File: config.mk
export PLATFORM = sky130hd
export DESIGN_NAME = vid_dot_serializer
export DESIGN_NICKNAME = d
export VERILOG_FILES = /design/src/rtl/vds_pkg.sv /design/src/rtl/vds_regs.sv /design/src/rtl/vds_timing.sv /design/src/rtl/vds_shifter.sv /design/src/rtl/vid_dot_serializer.sv
export SDC_FILE = /design/constraint.sdc
export NUM_CORES = 1
export LEC_CHECK = 0
export ABC_AREA = 1
export BUFFER_PORTS_ARGS = -buffer_cell sky130_fd_sc_hd__buf_2
export CAP_MARGIN = 20
export CORE_ASPECT_RATIO = 0.75
export CORE_MARGIN = 3
export CORE_UTILIZATION = 30
export DETAILED_ROUTE_END_ITERATION = 7
export PLACE_DENSITY = 0.49
export SKIP_CTS_REPAIR_TIMING = 1
export SLEW_MARGIN = 15
export SYNTH_ARGS = -nofsm -noshare
export SYNTH_HDL_FRONTEND = slang
export SYNTH_SLANG_ARGS = --single-unit
File: constraint.sdc
create_clock -name clk -period 1.8 [get_ports clk]
set_clock_uncertainty 0.05 [all_clocks]
set_input_delay 0 -clock clk [delete_from_list [all_inputs] [get_ports clk]]
set_output_delay 0 -clock clk [all_outputs]
set_load 0.01 [all_outputs]
File: src/rtl/vds_pkg.sv
package vds_pkg;
   localparam int unsigned IDX_RUNCTL  = 0;
   localparam int unsigned IDX_CLKMODE = 1;

   // Field order matches the bit positions of the clocking-mode register.
   typedef struct packed {
      logic dot_half;    // bit 3
      logic chain_load;  // bit 2
      logic low_bw;      // bit 1
      logic narrow;      // bit 0
   } clk_mode_t;
endpackage

File: src/rtl/vds_regs.sv
module vds_regs
   import vds_pkg::*;
#(
   parameter int unsigned IDX_W = 5
) (
   input  logic       clk,
   input  logic       rst_n,
   input  logic       wr,
   input  logic       sel_index,
   input  logic [7:0] wdata,
   output clk_mode_t  mode,
   output logic       run,
   output logic       pix_gate
);
   logic [IDX_W-1:0] idx_q;
   logic [1:0]       runctl_q;
   clk_mode_t        mode_q;
   logic             unused_wbits;

   initial begin : p_param_chk
      assert (IDX_W >= 1 && IDX_W <= 8) else $error("IDX_W must be 1..8");
   end

   assign unused_wbits = ^{wdata, 1'b0};

   always_ff @(posedge clk or negedge rst_n) begin
      if (!rst_n) begin
         idx_q    <= '0;
         runctl_q <= '0;
         mode_q   <= '0;
      end else if (wr) begin
         if (sel_index) begin
            idx_q <= wdata[IDX_W-1:0];
         end else if (idx_q == IDX_W'(IDX_RUNCTL)) begin
            runctl_q <= wdata[1:0];
         end else if (idx_q == IDX_W'(IDX_CLKMODE)) begin
            mode_q <= clk_mode_t'(wdata[3:0]);
         end
      end
   end

   assign mode     = mode_q;
   assign run      = &runctl_q;
   assign pix_gate = runctl_q[0];

   // a data write never disturbs the index
   a_r9_index_kept : assert property (@(posedge clk) disable iff (!rst_n)
      (wr && !sel_index) |=> $stable(idx_q));
endmodule

File: src/rtl/vds_timing.sv
module vds_timing
   import vds_pkg::*;
#(
   parameter int unsigned CHAR_W   = 8,
   parameter int unsigned SLOTS    = 5,
   parameter int unsigned CRT_FULL = 4,
   parameter int unsigned CRT_LOW  = 2
) (
   input  logic      clk,
   input  logic      rst_n,
   input  logic      run,
   input  clk_mode_t mode,
   output logic      dot_en,
   output logic      char_en,
   output logic      load_en,
   output logic      blank_dot,
   output logic      crt_slot
);
   localparam int unsigned CNT_W  = $clog2(CHAR_W + 1);
   localparam int unsigned SLOT_W = (SLOTS > 1) ? $clog2(SLOTS) : 1;
   localparam logic [CNT_W-1:0]  LAST_NARROW = CNT_W'(CHAR_W - 1);
   localparam logic [CNT_W-1:0]  LAST_WIDE   = CNT_W'(CHAR_W);
   localparam logic [SLOT_W-1:0] SLOT_END    = SLOT_W'(SLOTS - 1);

   initial begin : p_param_chk
      assert (CHAR_W >= 2) else $error("CHAR_W too small");
      assert (CRT_FULL <= SLOTS) else $error("CRT_FULL exceeds SLOTS");
      assert (2 * CRT_LOW <= SLOTS + 1) else $error("CRT_LOW does not fit");
   end

   logic             div_q;
   logic [CNT_W-1:0] dot_q;
   logic [CNT_W-1:0] dot_last;
   logic             phase_q;
   logic [SLOT_W-1:0] slot_q;
   logic [SLOTS-1:0] full_map;
   logic [SLOTS-1:0] low_map;
   logic             at_last;

   // dot rate divider
   always_ff @(posedge clk or negedge rst_n) begin
      if (!rst_n)      div_q <= 1'b0;
      else if (!run)   div_q <= 1'b0;
      else             div_q <= ~div_q;
   end

   assign dot_en   = run && (!mode.dot_half || div_q);
   assign dot_last = mode.narrow ? LAST_NARROW : LAST_WIDE;
   assign at_last  = (dot_q >= dot_last);

   // dot position within the character cell
   always_ff @(posedge clk or negedge rst_n) begin
      if (!rst_n)      dot_q <= '0;
      else if (!run)   dot_q <= '0;
      else if (dot_en) dot_q <= at_last ? '0 : dot_q + 1'b1;
   end

   // even/odd character phase for chained reloads
   always_ff @(posedge clk or negedge rst_n) begin
      if (!rst_n)       phase_q <= 1'b0;
      else if (!run)    phase_q <= 1'b0;
      else if (char_en) phase_q <= ~phase_q;
   end

   assign char_en   = dot_en && at_last;
   assign load_en   = dot_en && (dot_q == '0) && (!mode.chain_load || !phase_q);
   assign blank_dot = (dot_q == LAST_WIDE);

   // memory slot window
   always_ff @(posedge clk or negedge rst_n) begin
      if (!rst_n)                  slot_q <= '0;
      else if (!run)               slot_q <= '0;
      else if (slot_q >= SLOT_END) slot_q <= '0;
      else                         slot_q <= slot_q + 1'b1;
   end

   for (genvar s = 0; s < SLOTS; s++) begin : g_slot_map
      assign full_map[s] = (s < CRT_FULL);
      assign low_map[s]  = ((s % 2) == 0) && ((s / 2) < CRT_LOW);
   end

   assign crt_slot = run && (mode.low_bw ? low_map[slot_q] : full_map[slot_q]);

   // at half rate two dot enables are never adjacent
   a_r2_half_gap : assert property (@(posedge clk) disable iff (!rst_n)
      (dot_en && mode.dot_half) |=> (!dot_en || !mode.dot_half));

   // a cell is at least two dots, so char enables never touch
   a_r1_char_gap : assert property (@(posedge clk) disable iff (!rst_n)
      char_en |=> !char_en);

   // in two-of-five mode the slots are separated
   a_r4_low_spacing : assert property (@(posedge clk) disable iff (!rst_n)
      (crt_slot && mode.low_bw) |=> (!crt_slot || !mode.low_bw));

   // a halted cycle leaves the cell counter at zero
   a_r5_halt_clears : assert property (@(posedge clk) disable iff (!rst_n)
      !run |=> (dot_q == '0));
endmodule

File: src/rtl/vds_shifter.sv
module vds_shifter #(
   parameter int unsigned NPLANES  = 4,
   parameter int unsigned BYTE_W   = 8,
   parameter bit          CHAIN_EN = 1'b1
) (
   input  logic                          clk,
   input  logic                          rst_n,
   input  logic                          run,
   input  logic                          pix_gate,
   input  logic                          dot_en,
   input  logic                          load_en,
   input  logic                          blank_dot,
   input  logic                          chain,
   input  logic [NPLANES*2*BYTE_W-1:0]   plane_data,
   output logic [NPLANES-1:0]            pixel
);
   localparam int unsigned WORD_W = 2 * BYTE_W;

   logic [NPLANES-1:0] pix_raw;

   for (genvar p = 0; p < NPLANES; p++) begin : g_plane
      logic [WORD_W-1:0] word;
      logic [WORD_W-1:0] ld_word;
      logic [WORD_W-1:0] sh_q;
      logic              bit_q;

      assign word = plane_data[p*WORD_W +: WORD_W];

      if (CHAIN_EN) begin : g_chain
         assign ld_word = chain ? word : {word[WORD_W-1 -: BYTE_W], {BYTE_W{1'b0}}};
      end else begin : g_single
         logic unused_chain;
         assign unused_chain = chain;
         assign ld_word = {word[WORD_W-1 -: BYTE_W], {BYTE_W{1'b0}}};
      end

      always_ff @(posedge clk or negedge rst_n) begin
         if (!rst_n) begin
            sh_q  <= '0;
            bit_q <= 1'b0;
         end else if (!run) begin
            sh_q  <= '0;
            bit_q <= 1'b0;
         end else if (dot_en) begin
            if (load_en) begin
               bit_q <= ld_word[WORD_W-1];
               sh_q  <= {ld_word[WORD_W-2:0], 1'b0};
            end else if (blank_dot) begin
               bit_q <= 1'b0;
            end else begin
               bit_q <= sh_q[WORD_W-1];
               sh_q  <= {sh_q[WORD_W-2:0], 1'b0};
            end
         end
      end

      assign pix_raw[p] = bit_q;
   end

   assign pixel = pix_gate ? pix_raw : '0;

   // the dot after a ninth-dot enable is dark
   a_r8_ninth_dark : assert property (@(posedge clk) disable iff (!rst_n)
      (dot_en && blank_dot && !load_en) |=> (pixel == '0));

   // a cleared gate bit darkens the output at once
   a_r6_gate_dark : assert property (@(posedge clk) disable iff (!rst_n)
      !pix_gate |-> (pixel == '0));
endmodule

File: src/rtl/vid_dot_serializer.sv
module vid_dot_serializer
   import vds_pkg::*;
#(
   parameter int unsigned NPLANES  = 4,
   parameter int unsigned BYTE_W   = 8,
   parameter int unsigned IDX_W    = 5,
   parameter int unsigned SLOTS    = 5,
   parameter int unsigned CRT_FULL = 4,
   parameter int unsigned CRT_LOW  = 2,
   parameter bit          CHAIN_EN = 1'b1
) (
   input  logic                        clk,
   input  logic                        rst_n,
   input  logic                        reg_wr,
   input  logic                        reg_sel_index,
   input  logic [7:0]                  reg_wdata,
   input  logic [NPLANES*2*BYTE_W-1:0] plane_data,
   output logic                        dot_en,
   output logic                        char_en,
   output logic                        load_stb,
   output logic [NPLANES-1:0]          pixel,
   output logic                        crt_slot
);
   clk_mode_t mode_reg;
   clk_mode_t mode_eff;
   logic      run;
   logic      pix_gate;
   logic      blank_dot;

   vds_regs #(.IDX_W(IDX_W)) u_regs (
      .clk       (clk),
      .rst_n     (rst_n),
      .wr        (reg_wr),
      .sel_index (reg_sel_index),
      .wdata     (reg_wdata),
      .mode      (mode_reg),
      .run       (run),
      .pix_gate  (pix_gate)
   );

   always_comb begin
      mode_eff = mode_reg;
      if (!CHAIN_EN) mode_eff.chain_load = 1'b0;
   end

   vds_timing #(
      .CHAR_W   (BYTE_W),
      .SLOTS    (SLOTS),
      .CRT_FULL (CRT_FULL),
      .CRT_LOW  (CRT_LOW)
   ) u_timing (
      .clk       (clk),
      .rst_n     (rst_n),
      .run       (run),
      .mode      (mode_eff),
      .dot_en    (dot_en),
      .char_en   (char_en),
      .load_en   (load_stb),
      .blank_dot (blank_dot),
      .crt_slot  (crt_slot)
   );

   vds_shifter #(
      .NPLANES  (NPLANES),
      .BYTE_W   (BYTE_W),
      .CHAIN_EN (CHAIN_EN)
   ) u_shift (
      .clk        (clk),
      .rst_n      (rst_n),
      .run        (run),
      .pix_gate   (pix_gate),
      .dot_en     (dot_en),
      .load_en    (load_stb),
      .blank_dot  (blank_dot),
      .chain      (mode_eff.chain_load),
      .plane_data (plane_data),
      .pixel      (pixel)
   );

   // nothing is strobed while halted
   a_r5_quiet_halt : assert property (@(posedge clk) disable iff (!rst_n)
      !run |-> (!dot_en && !load_stb && !crt_slot));
endmodule

==> results by group <==
Clock network
  – Worst-skew pair later-pin latency: 340 ps
  – CTS tree: yes
  – Clock Sinks: 84
  – Worst-path clk slew: about 60 ps
  – Htree depth: 3
  – CTS Buffer Depth: 2
  – Root Buffer Master: clkbuf_16
  – Total CTS buffers: 9

Yosys
  – Primary FF master, synth: dfrtp_1
  – Syn Nets: 694
  – Cells after Synth: 611
  – EDFF count, synth: 0
  – FF+latch count, synth: 84
  – Sequential cell area fraction in the yosys report: 45.59%
  – Post-synth ARST share: 100.0%
  – Yosys warns: 0
  – Cell Area, Synth: 0.004611 mm2
  – Netlist cell types: 25
  – Post-Syn Area per Cell: 7.546 um2

Power
  – Total power: 0.006308 W
  – Pwr/cell area: 973.1 mW/mm2
  – P_int: 0.004173 W
  – Worst IR Drop VDD: 0.4434 mV
  – Clk pwr share: 32.3%
  – Pleak: 3.407 nW
  – Sw power: 0.002134 W
  – Reg power frac: 33.8%
  – Sw Share: between 30% and 40%
  – Comb pwr share: approximately 34%

Final layout
  – Final Non-Filler Cells: 971
  – Inserted Diodes: 0
  – Regs by FF count: u_shift.g_plane.sh_q: 60 flops, u_regs.idx_q: 5 flops
  – Syn-to-layout area delta: 40.60%
  – Max reg flops: 60
  – Biggest register: u_shift.g_plane.sh_q
  – Share of cells above drive strength 1: 20.62%
  – Fill count: 1516
  – Final nets: 849
  – Final Util: 43.98%

Floorplan
  – Core area: 0.01474 mm2
  – Die H: roughly 110 um
  – Site Rows: 38
  – Io pins: 84
  – Initial core utilization: 31.28%
  – Die ar.: between 0.015 and 0.02 mm2
  – Die W: 149.2 um

Placement
  – Gpl congestion: ~0.74
  – Detailed placer's ending HPWL: 8127 um
  – Dpl cells: 880
  – Port Buf Inserts: 80
  – Dpl ws: -70.39 ps

Min path
  – Worst Hold Class: primary input to register
  – Worst hold start: plane_data[55]
  – Worst Hold End: u_shift.g_plane[3].sh_q[8]
  – Hold path depth: 5

Global route
  – Initial antenna violation count: 0
  – Largest net degree at the start of global routing: just over 60
  – Met1 global-route usage: 20.61%
  – GRT overflow: 0
  – Global-route wire length before repair: 20150 um
  – GR Util met3: under 10%
  – Tot GR Track Use: between 10% and 20%
  – Grt peak-use layer: met2
  – Met2 usage: 22.96%
  – Vias in the first global route: 4165

Drt
  – DRT iter0 DRCs: 228
  – Antenna-violating nets left: 0
  – Drt wl/cell: roughly 13 um
  – 1st-pass router iterations: 4
  – Number of remaining DRC errors: 0
  – WL final: 13050 um
  – Via/cell ratio: 4.483
  – DR vias: 4353

STA
  – Worst-margin pin slew: 582.0 ps
  – Final Hold Slack: -57.47 ps
  – Final hold vios: 12
  – Slew margin rel.: 61.20%
  – Sum Neg Setup Slack: 0 ps
  – Setup violations, final: 0
  – Slack of the critical path: roughly 14 ps
  – RSZ-0062 raised after global routing: yes
  – Max Clock Freq: 559.9 MHz
  – Final worst path period share: 99.23%
  – Final Max Tran Viols: 0
  – Tmin final: around 1800 ps

Run status
  – Violated checks: negative hold slack
  – Status: finished with violations

Setup path
  – Arrival time at the worst endpoint: between 1500 and 2000 ps
  – Worst setup SP type: register
  – RR Startpoint: u_regs.runctl_q[1]
  – R2R setup slack: 90 ps
  – Maximum net fanout on the critical path: 3
  – Crit. End Element: output port
  – Crit path kind: register to output port
  – Cells on worst reg2reg path: 10
  – RR Endpoint: u_shift.g_plane[0].sh_q[15]
  – CP required: 1750 ps

Flow run
  – Max cap viols: 0
[cell type report]
type	instances	area, um2	share of cell area (%)
clock buffers	11	242.7	3.744
multi-input cells	429	2136	32.95
well taps	200	250.2	3.860
flip-flops and latches	84	2103	32.45
repair buffers	178	1420	21.91
inverters	64	246.5	3.802
clock inverters	5	83.83	1.293
[layer usage]
layer,vias to the layer above,part of all wire (%)
met5,-,0
met4,0,0.74
met3,10,4.4
met2,85,46
met1,2023,49
li1,2235,-
[synth_stat cells (2+ instances only)]
cell	number	area share [%]
buf_2	5	0.54
a21oi_1	4	0.43
o21ai_0	18	2.0
o22ai_1	2	0.27
inv_1	62	5.0
nor3_1	2	0.22
nor2_4	3	0.73
inv_2	2	0.16
o21bai_1	53	8.6
nand3_1	66	7.2
dfrtp_1	84	46
clkbuf_1	14	1.1
nor2_2	2	0.27
ha_1	7	1.9
buf_6	7	1.7
buf_4	8	1.3
nor2_1	10	0.81
nand4_1	4	0.54
nand2_1	252	21
[cell families after synthesis]
| logic type | Yosys count | share of synthesized area [%] |
|---|---|---|
| xor gates and xnor gates | 1 | 0.1900 |
| and+or+nand+nor | 342 | 30.80 |
| AOI/OAI and AO/OA | 77 | 11.29 |
| adders and majority gates | 7 | 1.900 |
| muxes | 1 | 0.2442 |
| DFF | 84 | 45.59 |
| buffers and inverters | 99 | 9.986 |
[critical path, cell delays in order (launching register included)]
cell,delay (ps)
dfrtp_1,400
inv_1,180
ha_4,230
nand2_1,60
inv_1,50
nand2_1,80
nand3_2,110
nand2_2,110
inv_1,40
buf_2,130
[how the worst max path moves through the flow]
| stage | startpoint | endpoint | slack [ps] | cells past startpoint |
|---|---|---|---|---|
| global placement | u_timing.dot_q[0] | u_shift.g_plane[2].sh_q[2] | -20 | 8 |
| finish | u_regs.mode[0] | char_en | 10 | 9 |
| CTS | u_timing.dot_q[3] | char_en | -160 | 6 |
| detailed placement | u_timing.dot_q[0] | u_shift.g_plane[0].sh_q[2] | -70 | 8 |
| global route | u_regs.mode[0] | char_en | -80 | 9 |
| floorplan | u_timing.dot_q[0] | u_shift.g_plane[0].sh_q[10] | 190 | 10 |
[through the flow]
step           hold slack [ps]  area (um2)
2_1_floorplan           -345.6        4611
3_3_place_gp            -21.85        5291
3_5_place_dp            -8.516        5291
4_1_cts                 -374.7        5618
5_1_grt                  1.889        6482
6_report                -57.47        6482
[cells in the final DEF, fill, tap and decap left out, types with 2 or more instances in the layout]
| cell type | instances |
|---|---|
| nand2_2 | 2 |
| buf_12 | 6 |
| dlygate4sd3_1 | 58 |
| nand2_4 | 2 |
| buf_2 | 79 |
| inv_2 | 3 |
| nand3_1 | 64 |
| ha_1 | 3 |
| clkbuf_16 | 11 |
| nand2_1 | 250 |
| a21oi_1 | 3 |
| buf_4 | 27 |
| clkinvlp_4 | 3 |
| nor2_4 | 5 |
| buf_6 | 5 |
| bufinv_16 | 2 |
| o22ai_1 | 2 |
| nor3_1 | 2 |
| nand4_1 | 4 |
| ha_4 | 3 |
| inv_1 | 59 |
| o21bai_1 | 53 |
| nor2_1 | 10 |
| dfrtp_1 | 83 |
| o21ai_0 | 18 |
[power groups by stage]
| stage | clock network [W] | registers, W | logic, W |
|---|---|---|---|
| after global routing | 0.00218 | 0.00215 | 0.00240 |
| after floorplan | 0 | 0.00214 | 0.00121 |
| after global placement | 0 | 0.00215 | 0.00171 |
| after detailed placement | 0 | 0.00216 | 0.00175 |
| after CTS | 0.00209 | 0.00213 | 0.00176 |
| final | 0.00204 | 0.00213 | 0.00214 |
No activity file was read; power rests on OpenSTA's default activity.
